--- config.mk ---
export PLATFORM = sky130hd
export DESIGN_NAME = shutdown_cycle_ctrl
export DESIGN_NICKNAME = d
export VERILOG_FILES = /design/src/rtl/shdn_pkg.sv /design/src/rtl/shdn_fault_nest.sv /design/src/rtl/shdn_wake_arb.sv /design/src/rtl/shdn_cycle_seq.sv /design/src/rtl/shutdown_cycle_ctrl.sv
export SDC_FILE = /design/constraint.sdc
export NUM_CORES = 1
export LEC_CHECK = 0
export BUFFER_PORTS_ARGS = -buffer_cell sky130_fd_sc_hd__clkbuf_2
export CORE_MARGIN = 3
export CORE_UTILIZATION = 38
export DETAILED_ROUTE_END_ITERATION = 10
export GPL_TIMING_DRIVEN = 0
export PLACE_DENSITY = 0.83
export SLEW_MARGIN = 15
export SYNTH_ARGS = -nofsm -noshare
export SYNTH_HDL_FRONTEND = slang
export SYNTH_SLANG_ARGS = --single-unit
--- constraint.sdc ---
create_clock -name clk -period 3.2 [get_ports clk]
set_input_delay 0.64 -clock clk [delete_from_list [all_inputs] [get_ports clk]]
set_output_delay 0.64 -clock clk [all_outputs]
set_load 0.05 [all_outputs]
--- src/rtl/shdn_pkg.sv ---
package shdn_pkg;

    localparam int SD_BE_W   = 8;
    localparam int SD_ADDR_W = 29;
    localparam int SD_VEC_W  = 8;
    localparam int SD_WAKE_N = 3;

    localparam logic [SD_VEC_W-1:0] SD_DF_VEC   = 8'd8;
    localparam logic [SD_BE_W-1:0]  SD_SHUT_BE  = 8'hFE;
    localparam logic [SD_BE_W-1:0]  SD_IDLE_BE  = '1;

    typedef enum logic [1:0] {
        NEST_NONE   = 2'd0,
        NEST_SINGLE = 2'd1,
        NEST_DOUBLE = 2'd2
    } nest_e;

    typedef enum logic [2:0] {
        SQ_RUN   = 3'd0,
        SQ_DRAIN = 3'd1,
        SQ_ISSUE = 3'd2,
        SQ_AWAIT = 3'd3,
        SQ_HALT  = 3'd4
    } seq_e;

    typedef enum logic [1:0] {
        WK_NONE     = 2'd0,
        WK_NONMASK  = 2'd1,
        WK_SOFTINIT = 2'd2,
        WK_SYSMGMT  = 2'd3
    } wake_e;

    typedef struct packed {
        logic                 strobe;
        logic [SD_BE_W-1:0]   be_n;
        logic [SD_ADDR_W-1:0] addr;
        logic                 mem_sel;
        logic                 data_sel;
        logic                 wr;
    } bus_cyc_t;

    function automatic bus_cyc_t idle_cycle();
        bus_cyc_t c;
        c.strobe   = 1'b0;
        c.be_n     = SD_IDLE_BE;
        c.addr     = '0;
        c.mem_sel  = 1'b0;
        c.data_sel = 1'b0;
        c.wr       = 1'b0;
        return c;
    endfunction

    function automatic bus_cyc_t shutdown_cycle(input logic first);
        bus_cyc_t c;
        c.strobe   = first;
        c.be_n     = SD_SHUT_BE;
        c.addr     = '0;
        c.mem_sel  = 1'b0;
        c.data_sel = 1'b0;
        c.wr       = 1'b1;
        return c;
    endfunction

    // request index 0 has the highest priority
    function automatic wake_e wake_src_of(input int idx);
        case (idx)
            0:       return WK_SOFTINIT;
            1:       return WK_SYSMGMT;
            2:       return WK_NONMASK;
            default: return WK_NONE;
        endcase
    endfunction

endpackage

--- src/rtl/shdn_fault_nest.sv ---
module shdn_fault_nest
    import shdn_pkg::*;
#(
    parameter int                VEC_W  = SD_VEC_W,
    parameter logic [VEC_W-1:0]  DF_VEC = VEC_W'(SD_DF_VEC)
) (
    input  logic             clk,
    input  logic             rst,
    input  logic             fault_vld_i,
    input  logic [VEC_W-1:0] fault_vec_i,
    input  logic             handler_done_i,
    input  logic             freeze_i,
    input  logic             clear_i,
    output logic             triple_o
);

    nest_e level_q;
    logic  is_df;

    assign is_df    = (fault_vec_i == DF_VEC);
    assign triple_o = fault_vld_i && !freeze_i && (level_q == NEST_DOUBLE);

    always_ff @(posedge clk) begin
        if (rst || clear_i) begin
            level_q <= NEST_NONE;
        end else if (!freeze_i) begin
            if (fault_vld_i) begin
                case (level_q)
                    NEST_NONE:   level_q <= is_df ? NEST_DOUBLE : NEST_SINGLE;
                    NEST_SINGLE: level_q <= is_df ? NEST_DOUBLE : NEST_SINGLE;
                    default:     level_q <= NEST_DOUBLE;
                endcase
            end else if (handler_done_i) begin
                level_q <= NEST_NONE;
            end
        end
    end

    AST_DF_FROM_IDLE: assert property (@(posedge clk) disable iff (rst)
        (fault_vld_i && is_df && !freeze_i && !clear_i && level_q == NEST_NONE)
        |=> (level_q == NEST_DOUBLE));

    AST_DONE_CLEARS: assert property (@(posedge clk) disable iff (rst)
        (handler_done_i && !fault_vld_i && !freeze_i)
        |=> (level_q == NEST_NONE));

    AST_FROZEN_LEVEL: assert property (@(posedge clk) disable iff (rst)
        (freeze_i && !clear_i) |=> $stable(level_q));

    AST_WAKE_CLEARS: assert property (@(posedge clk) disable iff (rst)
        clear_i |=> (level_q == NEST_NONE));

endmodule

--- src/rtl/shdn_wake_arb.sv ---
module shdn_wake_arb
    import shdn_pkg::*;
#(
    parameter int N = SD_WAKE_N
) (
    input  logic [N-1:0] req_i,
    input  logic         enable_i,
    output logic         any_o,
    output wake_e        src_o
);

    always_comb begin
        any_o = 1'b0;
        src_o = WK_NONE;
        for (int i = N - 1; i >= 0; i--) begin
            if (enable_i && req_i[i]) begin
                any_o = 1'b1;
                src_o = wake_src_of(i);
            end
        end
    end

endmodule

--- src/rtl/shdn_cycle_seq.sv ---
module shdn_cycle_seq
    import shdn_pkg::*;
(
    input  logic     clk,
    input  logic     rst,
    input  logic     triple_i,
    input  logic     bus_busy_i,
    input  logic     bus_ready_i,
    input  logic     wake_any_i,
    input  wake_e    wake_src_i,
    output bus_cyc_t cyc_o,
    output logic     halted_o,
    output logic     wake_en_o,
    output logic     exit_o,
    output logic     wake_o,
    output wake_e    wake_src_o
);

    seq_e  state_q, state_d;
    logic  issued_q;
    logic  wake_q;
    wake_e src_q;

    assign wake_en_o = (state_q == SQ_HALT);
    assign exit_o    = wake_en_o && wake_any_i;
    assign halted_o  = (state_q != SQ_RUN);

    always_comb begin
        state_d = state_q;
        case (state_q)
            SQ_RUN:   if (triple_i)     state_d = SQ_DRAIN;
            SQ_DRAIN: if (!bus_busy_i)  state_d = SQ_ISSUE;
            SQ_ISSUE:                   state_d = SQ_AWAIT;
            SQ_AWAIT: if (bus_ready_i)  state_d = SQ_HALT;
            SQ_HALT:  if (wake_any_i)   state_d = SQ_RUN;
            default:                    state_d = SQ_RUN;
        endcase
    end

    always_comb begin
        case (state_q)
            SQ_ISSUE: cyc_o = shutdown_cycle(1'b1);
            SQ_AWAIT: cyc_o = shutdown_cycle(1'b0);
            default:  cyc_o = idle_cycle();
        endcase
    end

    always_ff @(posedge clk) begin
        if (rst) begin
            state_q  <= SQ_RUN;
            issued_q <= 1'b0;
            wake_q   <= 1'b0;
            src_q    <= WK_NONE;
        end else begin
            state_q <= state_d;
            if (state_q == SQ_RUN)
                issued_q <= 1'b0;
            else if (state_q == SQ_ISSUE)
                issued_q <= 1'b1;
            wake_q <= exit_o;
            src_q  <= exit_o ? wake_src_i : WK_NONE;
        end
    end

    assign wake_o     = wake_q;
    assign wake_src_o = src_q;

    AST_SINGLE_ISSUE: assert property (@(posedge clk) disable iff (rst)
        (state_q == SQ_ISSUE) |-> !issued_q);

    AST_NO_ISSUE_WHILE_BUSY: assert property (@(posedge clk) disable iff (rst)
        (state_q == SQ_DRAIN && bus_busy_i) |=> (state_q == SQ_DRAIN));

    AST_EXIT_ONLY_FROM_HALT: assert property (@(posedge clk) disable iff (rst)
        (state_q != SQ_HALT && state_q != SQ_RUN) |=> (state_q != SQ_RUN));

endmodule

--- src/rtl/shutdown_cycle_ctrl.sv ---
module shutdown_cycle_ctrl
    import shdn_pkg::*;
#(
    parameter int               VEC_W  = SD_VEC_W,
    parameter logic [VEC_W-1:0] DF_VEC = VEC_W'(SD_DF_VEC)
) (
    input  logic                 clk,
    input  logic                 hard_rst_i,
    input  logic                 fault_vld_i,
    input  logic [VEC_W-1:0]     fault_vec_i,
    input  logic                 handler_done_i,
    input  logic                 bus_busy_i,
    input  logic                 bus_ready_i,
    input  logic                 wake_nonmask_i,
    input  logic                 wake_softinit_i,
    input  logic                 wake_sysmgmt_i,
    output logic                 addr_strobe_o,
    output logic [SD_BE_W-1:0]   byte_en_o,
    output logic [SD_ADDR_W-1:0] addr_o,
    output logic                 mem_io_o,
    output logic                 data_code_o,
    output logic                 write_o,
    output logic                 halted_o,
    output logic                 wake_o,
    output logic [1:0]           wake_src_o
);

    logic                 triple;
    logic                 wake_en;
    logic                 wake_any;
    logic                 exit_now;
    logic [SD_WAKE_N-1:0] wake_req;
    wake_e                arb_src;
    wake_e                pulse_src;
    bus_cyc_t             cyc;

    // index 0 is the highest priority source
    assign wake_req = {wake_nonmask_i, wake_sysmgmt_i, wake_softinit_i};

    shdn_fault_nest #(
        .VEC_W  (VEC_W),
        .DF_VEC (DF_VEC)
    ) u_nest (
        .clk            (clk),
        .rst            (hard_rst_i),
        .fault_vld_i    (fault_vld_i),
        .fault_vec_i    (fault_vec_i),
        .handler_done_i (handler_done_i),
        .freeze_i       (halted_o),
        .clear_i        (exit_now),
        .triple_o       (triple)
    );

    shdn_wake_arb #(
        .N (SD_WAKE_N)
    ) u_arb (
        .req_i    (wake_req),
        .enable_i (wake_en),
        .any_o    (wake_any),
        .src_o    (arb_src)
    );

    shdn_cycle_seq u_seq (
        .clk         (clk),
        .rst         (hard_rst_i),
        .triple_i    (triple),
        .bus_busy_i  (bus_busy_i),
        .bus_ready_i (bus_ready_i),
        .wake_any_i  (wake_any),
        .wake_src_i  (arb_src),
        .cyc_o       (cyc),
        .halted_o    (halted_o),
        .wake_en_o   (wake_en),
        .exit_o      (exit_now),
        .wake_o      (wake_o),
        .wake_src_o  (pulse_src)
    );

    assign addr_strobe_o = cyc.strobe;
    assign byte_en_o     = cyc.be_n;
    assign addr_o        = cyc.addr;
    assign mem_io_o      = cyc.mem_sel;
    assign data_code_o   = cyc.data_sel;
    assign write_o       = cyc.wr;
    assign wake_src_o    = pulse_src;

    AST_STROBE_ONE_CLK: assert property (@(posedge clk) disable iff (hard_rst_i)
        addr_strobe_o |=> !addr_strobe_o);

    AST_STROBE_AFTER_IDLE_BUS: assert property (@(posedge clk) disable iff (hard_rst_i)
        addr_strobe_o |-> $past(!bus_busy_i));

    AST_SHUT_ENCODING: assert property (@(posedge clk) disable iff (hard_rst_i)
        addr_strobe_o |-> (byte_en_o == SD_SHUT_BE && write_o && !mem_io_o
                           && !data_code_o && addr_o == '0));

    AST_HOLD_TO_READY: assert property (@(posedge clk) disable iff (hard_rst_i)
        (byte_en_o == SD_SHUT_BE && !addr_strobe_o && !bus_ready_i)
        |=> (byte_en_o == SD_SHUT_BE));

    AST_ENTRY_ON_FAULT: assert property (@(posedge clk) disable iff (hard_rst_i)
        $rose(halted_o) |-> $past(fault_vld_i));

    AST_EXIT_ON_WAKE: assert property (@(posedge clk) disable iff (hard_rst_i)
        ($fell(halted_o) && !$past(hard_rst_i))
        |-> $past(wake_nonmask_i || wake_softinit_i || wake_sysmgmt_i));

    AST_WAKE_PULSE: assert property (@(posedge clk) disable iff (hard_rst_i)
        wake_o |=> !wake_o);

    AST_STROBE_HALTED: assert property (@(posedge clk) disable iff (hard_rst_i)
        addr_strobe_o |-> halted_o);

endmodule

# Word level (Yosys, flattened, before mapping)
# Index checks and enable logic that the tools add are counted.
[word_totals]
reg_bits = 8
latch_bits = 0
ram_bits = 0
rom_bits = 0
input_bits = 17
out_inout_bits = 45
elab_cells = 51
mem_count = 0
[classes]
addsub = 0
multipliers = 0
n_div = 0
magnitude_cmp = 0
eq_ne = 11
shifts = 0
muxes = 16
n_bitwise = 2
reduce_logical = 17
[ops]
columns = ["operator", "count"]
rows = [
  ["$pmux W41 S2", 1],
  ["$pmux W3 S5", 1],
  ["$mux W2", 6],
  ["$mux W3", 4],
  ["$eq A8 B4 Y1 const B", 1],
  ["$eq A3 B2 Y1 const B", 2],
  ["$logic_and A1 B1 Y1", 6],
  ["$ne A2 B2 Y1 const B", 3],
  ["$mux W1", 4],
  ["$reduce_and A4 Y1", 1],
  ["$reduce_or A2 Y1", 2],
  ["$eq A3 B1 Y1 const B", 1],
  ["$eq A3 B3 Y1 const B", 1],
  ["$logic_not A3 Y1", 1],
  ["$reduce_bool A3 Y1", 1],
  ["$reduce_or A3 Y1", 1],
  ["$eq A2 B1 Y1 const B", 1],
  ["$eq A2 B2 Y1 const B", 1],
  ["$logic_not A2 Y1", 1],
  ["$ne A2 B1 Y1 const B", 1],
  ["$not A1 Y1", 2],
  ["$reduce_and A2 Y1", 1],
  ["$reduce_bool A2 Y1", 1],
  ["$logic_not A1 Y1", 1],
  ["$logic_or A1 B1 Y1", 1],
]

# Depth between registers and ports, before layout
# Gate-level depths: netlist (run 1).
[depth]
ltp_word = 8
depth_mapped = 4
depth_no_buf = 4

# By module
# A second synthesis (run 1) with hierarchy kept.
[unflattened]
hier_cells = 83
area_unflattened_um2 = 718.2
[by_module_without_submodules]
columns = ["module", "instances", "cells_per_inst", "area_per_inst_um2", "seq_area_each_um2"]
rows = [
  ["shdn_cycle_seq", 1, 65, 541.8, 120.1],
  ["shdn_fault_nest", 1, 14, 148.9, 40.0],
  ["shdn_wake_arb", 1, 4, 27.5, 0.0],
]

# Worst setup path after synthesis (run 1)
# OpenSTA, ideal clock, no wires.
[synth_path]
kind = "flip-flop to output port"
from = "register u_seq.state_q[1]"
to = "output addr_strobe_o"
arrival_ns = 1.956
path_slack_ns = 0.604
stages_incl_launch_ff = 4
path_cell_list = "dfxtp_1 -> and2b_1 -> inv_1 -> nor2_1"
[synth_via]
elab_chain_cells = 2
word_cells_on_any_way = 3
classes_between = "eq/ne: 2; mux: 1"
[synth_rtl]
columns = ["item", "line_no", "rtl"]
rows = [
  ["from (decl)", "shdn_cycle_seq.sv:19", "seq_e state_q, state_d;"],
  ["from (signal assigned)", "shdn_cycle_seq.sv:55", "state_q <= state_d;"],
  ["$eq A3 B2 Y1, on equally long branches", "--", ""],
  ["$pmux W41 S2 *", "shdn_cycle_seq.sv:41", "case (state_q)"],
  ["to (decl)", "shutdown_cycle_ctrl.sv:17", "output logic addr_strobe_o,"],
]
# Mark *: on every way between the ends. The rest lies on a longest branch, timed or not.

# Worst setup path after layout (run 1)
[layout_path]
from = "register u_seq.state_q[0]"
to = "output halted_o"
[layout_via]
elab_chain_cells = 1
[layout_rtl]
columns = ["item", "line_no", "rtl"]
rows = [
  ["$reduce_bool A3 Y1", "shdn_cycle_seq.sv:26", "assign halted_o = (state_q != SQ_RUN);"],
  ["to (decl)", "shutdown_cycle_ctrl.sv:23", "output logic halted_o,"],
]
# No other way between the ends.

==> results.json, run 1 <==
{
  "outcome": "complete, no violations",
  "post_cts_buffers": 0,
  "overflow": 0,
  "antenna_found_initial": 0,
  "grt_pass1_wl_mm": 1.84,
  "p_per_area_nw_per_um2": 350,
  "grt_max_degree": 9,
  "finalCriticalPeriod_ns": 1.95,
  "syn_area_sq_um": 656,
  "ys_warn_count": 0,
  "peakVddDrop_mv": 0.207,
  "crit_arrival_ns": 1.31,
  "synthCells": 82,
  "setup_tns_ns": 0,
  "synth_top_family_by_area": "buffers and inverters",
  "place.gp.congestion": 0.719,
  "drive_above_1_share": 0.451,
  "vias": 599,
  "ant_nets": 0,
  "die_height_um": 47.5,
  "yosys_register_bits": 8,
  "p_total_uw": 332,
  "drv_cap": 0,
  "htree_levels": 1,
  "cts_tree": "yes",
  "ios": 62,
  "cp_max_fo": 8,
  "grt_usage": 0.116,
  "drtIter0Drc": 5,
  "wl_mm": 1.35,
  "final.setup_skew_ns": 0.000779,
  "fp.coreArea_sq_um": 1560,
  "drt_first_pass_iters": 2,
  "insertion_delay_ns": 0.25,
  "num-nets-final": 163,
  "crit_required_ns": 2.56,
  "rsz0062_at_grt": "false",
  "synth_xor_area_frac": 0,
  "io_buffers": 23,
  "rows": 14,
  "wl_per_cell_um": 8.41,
  "die_area_sq_um": 2260,
  "synthMuxAreaShare": 0,
  "fmax_mhz": 513,
  "path_class": "flip-flop to output pin",
  "dieWidth_um": 47.5,
  "synth_fa_ha_area_frac": 0,
  "timing.final.crit_share": 0.609,
  "drc_errors": 0,
  "grt_pass1_vias": 512,
  "path_clk_slew_ns": 0.05,
  "hold_class": "flip-flop to flip-flop",
  "clock_path_buffers": 2,
  "n_antenna_cell": 0,
  "p_leak_uw": 0.000571,
  "synthTopCellsByArea": "buf_4, dfxtp_1, nor3_1",
  "synth_top_area_cell": "buf_4",
  "synth-seq-area-share": 0.244,
  "post-route-util": 0.608,
  "ys_types": 24,
  "initial_core_util": 0.421,
  "root_buffer": "clkbuf_4",
  "cts_inserted_buffers": 3,
  "synth-simple-area-share": 0.168,
  "hold_buffers": 0,
  "crit_path_end_kind": "output pin",
  "yosysTopAreaCellShare": 0.435,
  "syn_to_final_growth_pct": 44.7,
  "synth-compound-area-share": 0.124,
  "slew_viol_final": 0,
  "vias_per_cell": 3.74,
  "clock-sinks": 8,
  "critPathLaunchType": "flip-flop",
  "cts_resized": 0,
  "fillCellCount": 144,
  "setup_viol": 0,
  "hold_viol": 0,
  "hpwl_mm": 1.21,
  "avgSynthCellArea_sq_um": 8.00
}
-- cell usage after synthesis --
| library cell | number |
|---|---|
| nand2b_1 | 2 |
| a21oi_1 | 3 |
| nor3_1 | 4 |
| a311oi_1 | 1 |
| nor2_1 | 4 |
| nand4_1 | 1 |
| nand2_1 | 1 |
| a2111oi_0 | 1 |
| o21bai_1 | 1 |
| a22oi_1 | 1 |
| and2b_1 | 1 |
| or3b_4 | 1 |
| dfxtp_1 | 8 |
| or4_1 | 1 |
| nand3_1 | 1 |
| o21ai_0 | 2 |
| a211o_1 | 1 |
| buf_4 | 38 |
| nor4_1 | 2 |
| conb_1 | 2 |
| a21o_1 | 1 |
| inv_1 | 3 |
| o21a_1 | 1 |
| nor4b_1 | 1 |
-- layer usage --
metal / vias to the layer above / share of wire / track usage
met4: 0 / 0.0082 / 0.0484
met1: 241 / 0.32 / 0.101
met5: - / 0 / 0
met3: 2 / 0.12 / 0.0376
li1: 323 / - / -
met2: 33 / 0.55 / 0.235
-- sequential cells by signal (all words and copies together), names as in the netlist --
| name | flops |
|---|---|
| u_seq.wake_src_o | 2 |
| u_seq.state_q | 3 |
| u_seq.wake_o | 1 |
| u_nest.level_q | 2 |
-- final cells by class --
type / count / area [sq um] / area share
Multi-Input combinational cell: 69 / 334 / 0.352
Inverter: 3 / 11.3 / 0.0119
Timing Repair Buffer: 23 / 115 / 0.121
Buffer: 38 / 285 / 0.301
Clock buffer: 3 / 22.5 / 0.0237
Tap cell: 16 / 20.0 / 0.0211
Sequential cell: 8 / 160 / 0.169
-- layout by cell type (no fill, tap or decap), types with 2 or more instances in the layout --
| cell type | n |
|---|---|
| nor4_1 | 2 |
| conb_1 | 38 |
| inv_1 | 3 |
| clkbuf_4 | 3 |
| o21ai_0 | 2 |
| nand2b_1 | 2 |
| buf_4 | 38 |
| dfxtp_1 | 8 |
| nor2_1 | 4 |
| a21oi_1 | 3 |
| nor3_1 | 4 |
| clkbuf_2 | 23 |
-- path summary, 6_finish.rpt --
check                   start                to  slack, ns  depth (start not counted)
min reg2reg  u_seq.state_q[2]  u_seq.state_q[1]       0.50                          1
max reg2reg  u_seq.state_q[0]  u_seq.state_q[2]       1.79                          3
max          u_seq.state_q[0]          halted_o       1.25                          3
min          u_seq.state_q[2]  u_seq.state_q[1]       0.50                          1
-- critical path: stages (launching register included) --
cell and delay, ns:
dfxtp_1 0.37, nor3_1 0.29, inv_1 0.13, clkbuf_2 0.26
-- cells by family (layout without fill, tap and decap cells) --
kind of cell | Yosys count | count (layout)
buffers and inverters | 41 | 67
other | 2 | 38
AO/OA/AOI/OAI | 12 | 12
AND/OR/NAND/NOR | 19 | 19
flip-flops | 8 | 8
-- through the flow --
| step | area (sq um) | std cells | setup slack (ns) | hold slack (ns) |
|---|---|---|---|---|
| final | 948 | 160 | 1.25 | 0.495 |
| after global routing | 948 | 160 | 1.18 | 0.525 |
| after CTS | 948 | 160 | 1.23 | 0.497 |
| after detailed placement | 926 | 157 | 1.52 | 0.487 |
| after global placement | 926 | 157 | 1.57 | 0.468 |
| after floorplan | 791 | 118 | 0.604 | 0.447 |
-- power breakdown --
group / total, uW / switching, uW / internal (uW) / leakage [uW]
Sequential: 101 / 0.480 / 101 / 0.0000647
Clock: 77.1 / 34.2 / 42.9 / 0.0000138
Combinational: 154 / 112 / 42.0 / 0.000492
Total: 332 / 147 / 185 / 0.000571
No activity file was read; power rests on OpenSTA's default activity.
==> run 2, diff against run 1 <==
- CORE_UTILIZATION: 38 -> 32
- PLACE_DENSITY: 0.83 -> 0.74
- clock period: 3.2 -> 1.7 ns (I/O delays scaled with it)
==> run 2 against run 1 <==
Die area rose by 16%. Critical path type unchanged. Total power rose by 90%. Count of clock-buffer cells in the layout did not move. Sequential cell count did not move. Sequential share of layout area fell by 0.24 points. Highest routed layer unchanged. Worst hold slack got worse by 0.21 ns. Critical path depth rose by 1. Via count rose by 1.5%. Sequential power rose by 88%.
==> results.json, run 2 (synthesis gave the netlist of run 1 again) <==
{
  "critPathLaunchType": "flip-flop",
  "syn_to_final_growth_pct": 50.2,
  "placement.cell_area_sq_um": 953,
  "rsz0062_at_grt": "false",
  "drtIter0Drc": 6,
  "grt_pass1_vias": 523,
  "die_area_sq_um": 2630,
  "finalCriticalPeriod_ns": 1.62,
  "cp_max_fo": 5,
  "num-nets-final": 163,
  "place.gp.congestion": 0.759,
  "vias_per_cell": 3.60,
  "htree_levels": 1,
  "drv_cap": 0,
  "antenna_found_initial": 0,
  "hpwl_mm": 1.23,
  "outcome": "complete, no violations",
  "layout_common_cells": "buf_4, conb_1, clkbuf_2",
  "path_clk_slew_ns": 0.05,
  "holdWs_ns": 0.287,
  "slew_headroom": 0.670,
  "tightestPinTransition_ns": 0.487,
  "peakVddDrop_mv": 0.382,
  "path_class": "flip-flop to output pin",
  "post-route-util": 0.541,
  "initial_core_util": 0.360,
  "grt_pass1_wl_mm": 2.04,
  "wl_mm": 1.41,
  "ant_nets": 0,
  "crit_required_ns": 1.36,
  "drc_errors": 0,
  "ios": 62,
  "p_per_area_nw_per_um2": 642,
  "grt_usage": 0.106,
  "p_leak_uw": 0.000570,
  "drt_first_pass_iters": 2,
  "hold_buffers": 0,
  "top_register": "u_seq.state_q",
  "clock_path_buffers": 2,
  "insertion_delay_ns": 0.27,
  "overflow": 0,
  "dp.cells": 166,
  "cts_tree": "yes",
  "die_height_um": 51.3,
  "crit_path_end_kind": "output pin",
  "grt_max_degree": 9,
  "timing.final.crit_share": 0.951,
  "cts_inserted_buffers": 3,
  "slew_viol_final": 0,
  "vias": 608,
  "dieWidth_um": 51.3,
  "clock-sinks": 8,
  "final.setup_skew_ns": 0.00885,
  "hold_viol": 0,
  "drive_above_1_share": 0.500,
  "io_buffers": 23,
  "crit_arrival_ns": 1.28,
  "root_buffer": "clkbuf_4",
  "hold_class": "input pin to flip-flop",
  "n_antenna_cell": 0,
  "wl_per_cell_um": 8.35,
  "stdcell_count": 169,
  "rows": 15,
  "fmax_mhz": 619,
  "setup_viol": 0,
  "fp.coreArea_sq_um": 1820,
  "largest_reg_flops": 3,
  "design_area_sq_um": 985
}
run 2: power breakdown:
group	total [uW]	switching (uW)	internal, uW	leakage, uW
clock network	151	69.8	81.1	0.0000138
registers	190	0.933	189	0.0000663
logic	291	212	79.3	0.000489
total	632	283	350	0.000570
run 2: layout make-up:
type                       instances  area (sq um)
inverter                           3          15.0
timing repair buffer              23           118
fill                             182           836
tap                               25          31.3
sequential                         8           164
buffer                            38           285
clock buffer                       3          22.5
multi-input combinational         69           349
run 2: worst paths after layout:
path         slack (ns)             start             endpoint  cells after the start
min                0.29   wake_softinit_i  u_seq.wake_src_o[0]                      2
max reg2reg        0.28  u_seq.state_q[0]     u_seq.state_q[2]                      3
min reg2reg        0.44  u_seq.state_q[2]     u_seq.state_q[1]                      1
max                0.08  u_seq.state_q[2]        addr_strobe_o                      4
run 2: metrics by stage:
| step | TNS, ns | worst slack, ns | total power (uW) |
|---|---|---|---|
| after global placement | 0 | 0.295 | 478 |
| after floorplan | -0.0107 | -0.0107 | 455 |
| after global routing | 0 | 0.0255 | 658 |
| after detailed placement | 0 | 0.256 | 480 |
| final | 0 | 0.0837 | 632 |
| after CTS | 0 | 0.0276 | 631 |
run 2: routing by layer:
layer	up-vias	global-route usage	share of wire
li1	324	-	-
met1	232	0.0882	0.34
met2	43	0.182	0.49
met3	9	0.0466	0.12
met4	0	0.100	0.042
met5	-	0	0
run 2: timing repair:
action	CTS	global route
setup endpoints to repair	0	2
resized for setup	0	4
buffers inserted	0	0
run 2: critical path, stage by stage (launching register included):
cell	delay, ns
dfxtp_2	0.33
and2b_4	0.27
clkinvlp_4	0.10
nor2_4	0.09
clkbuf_4	0.22
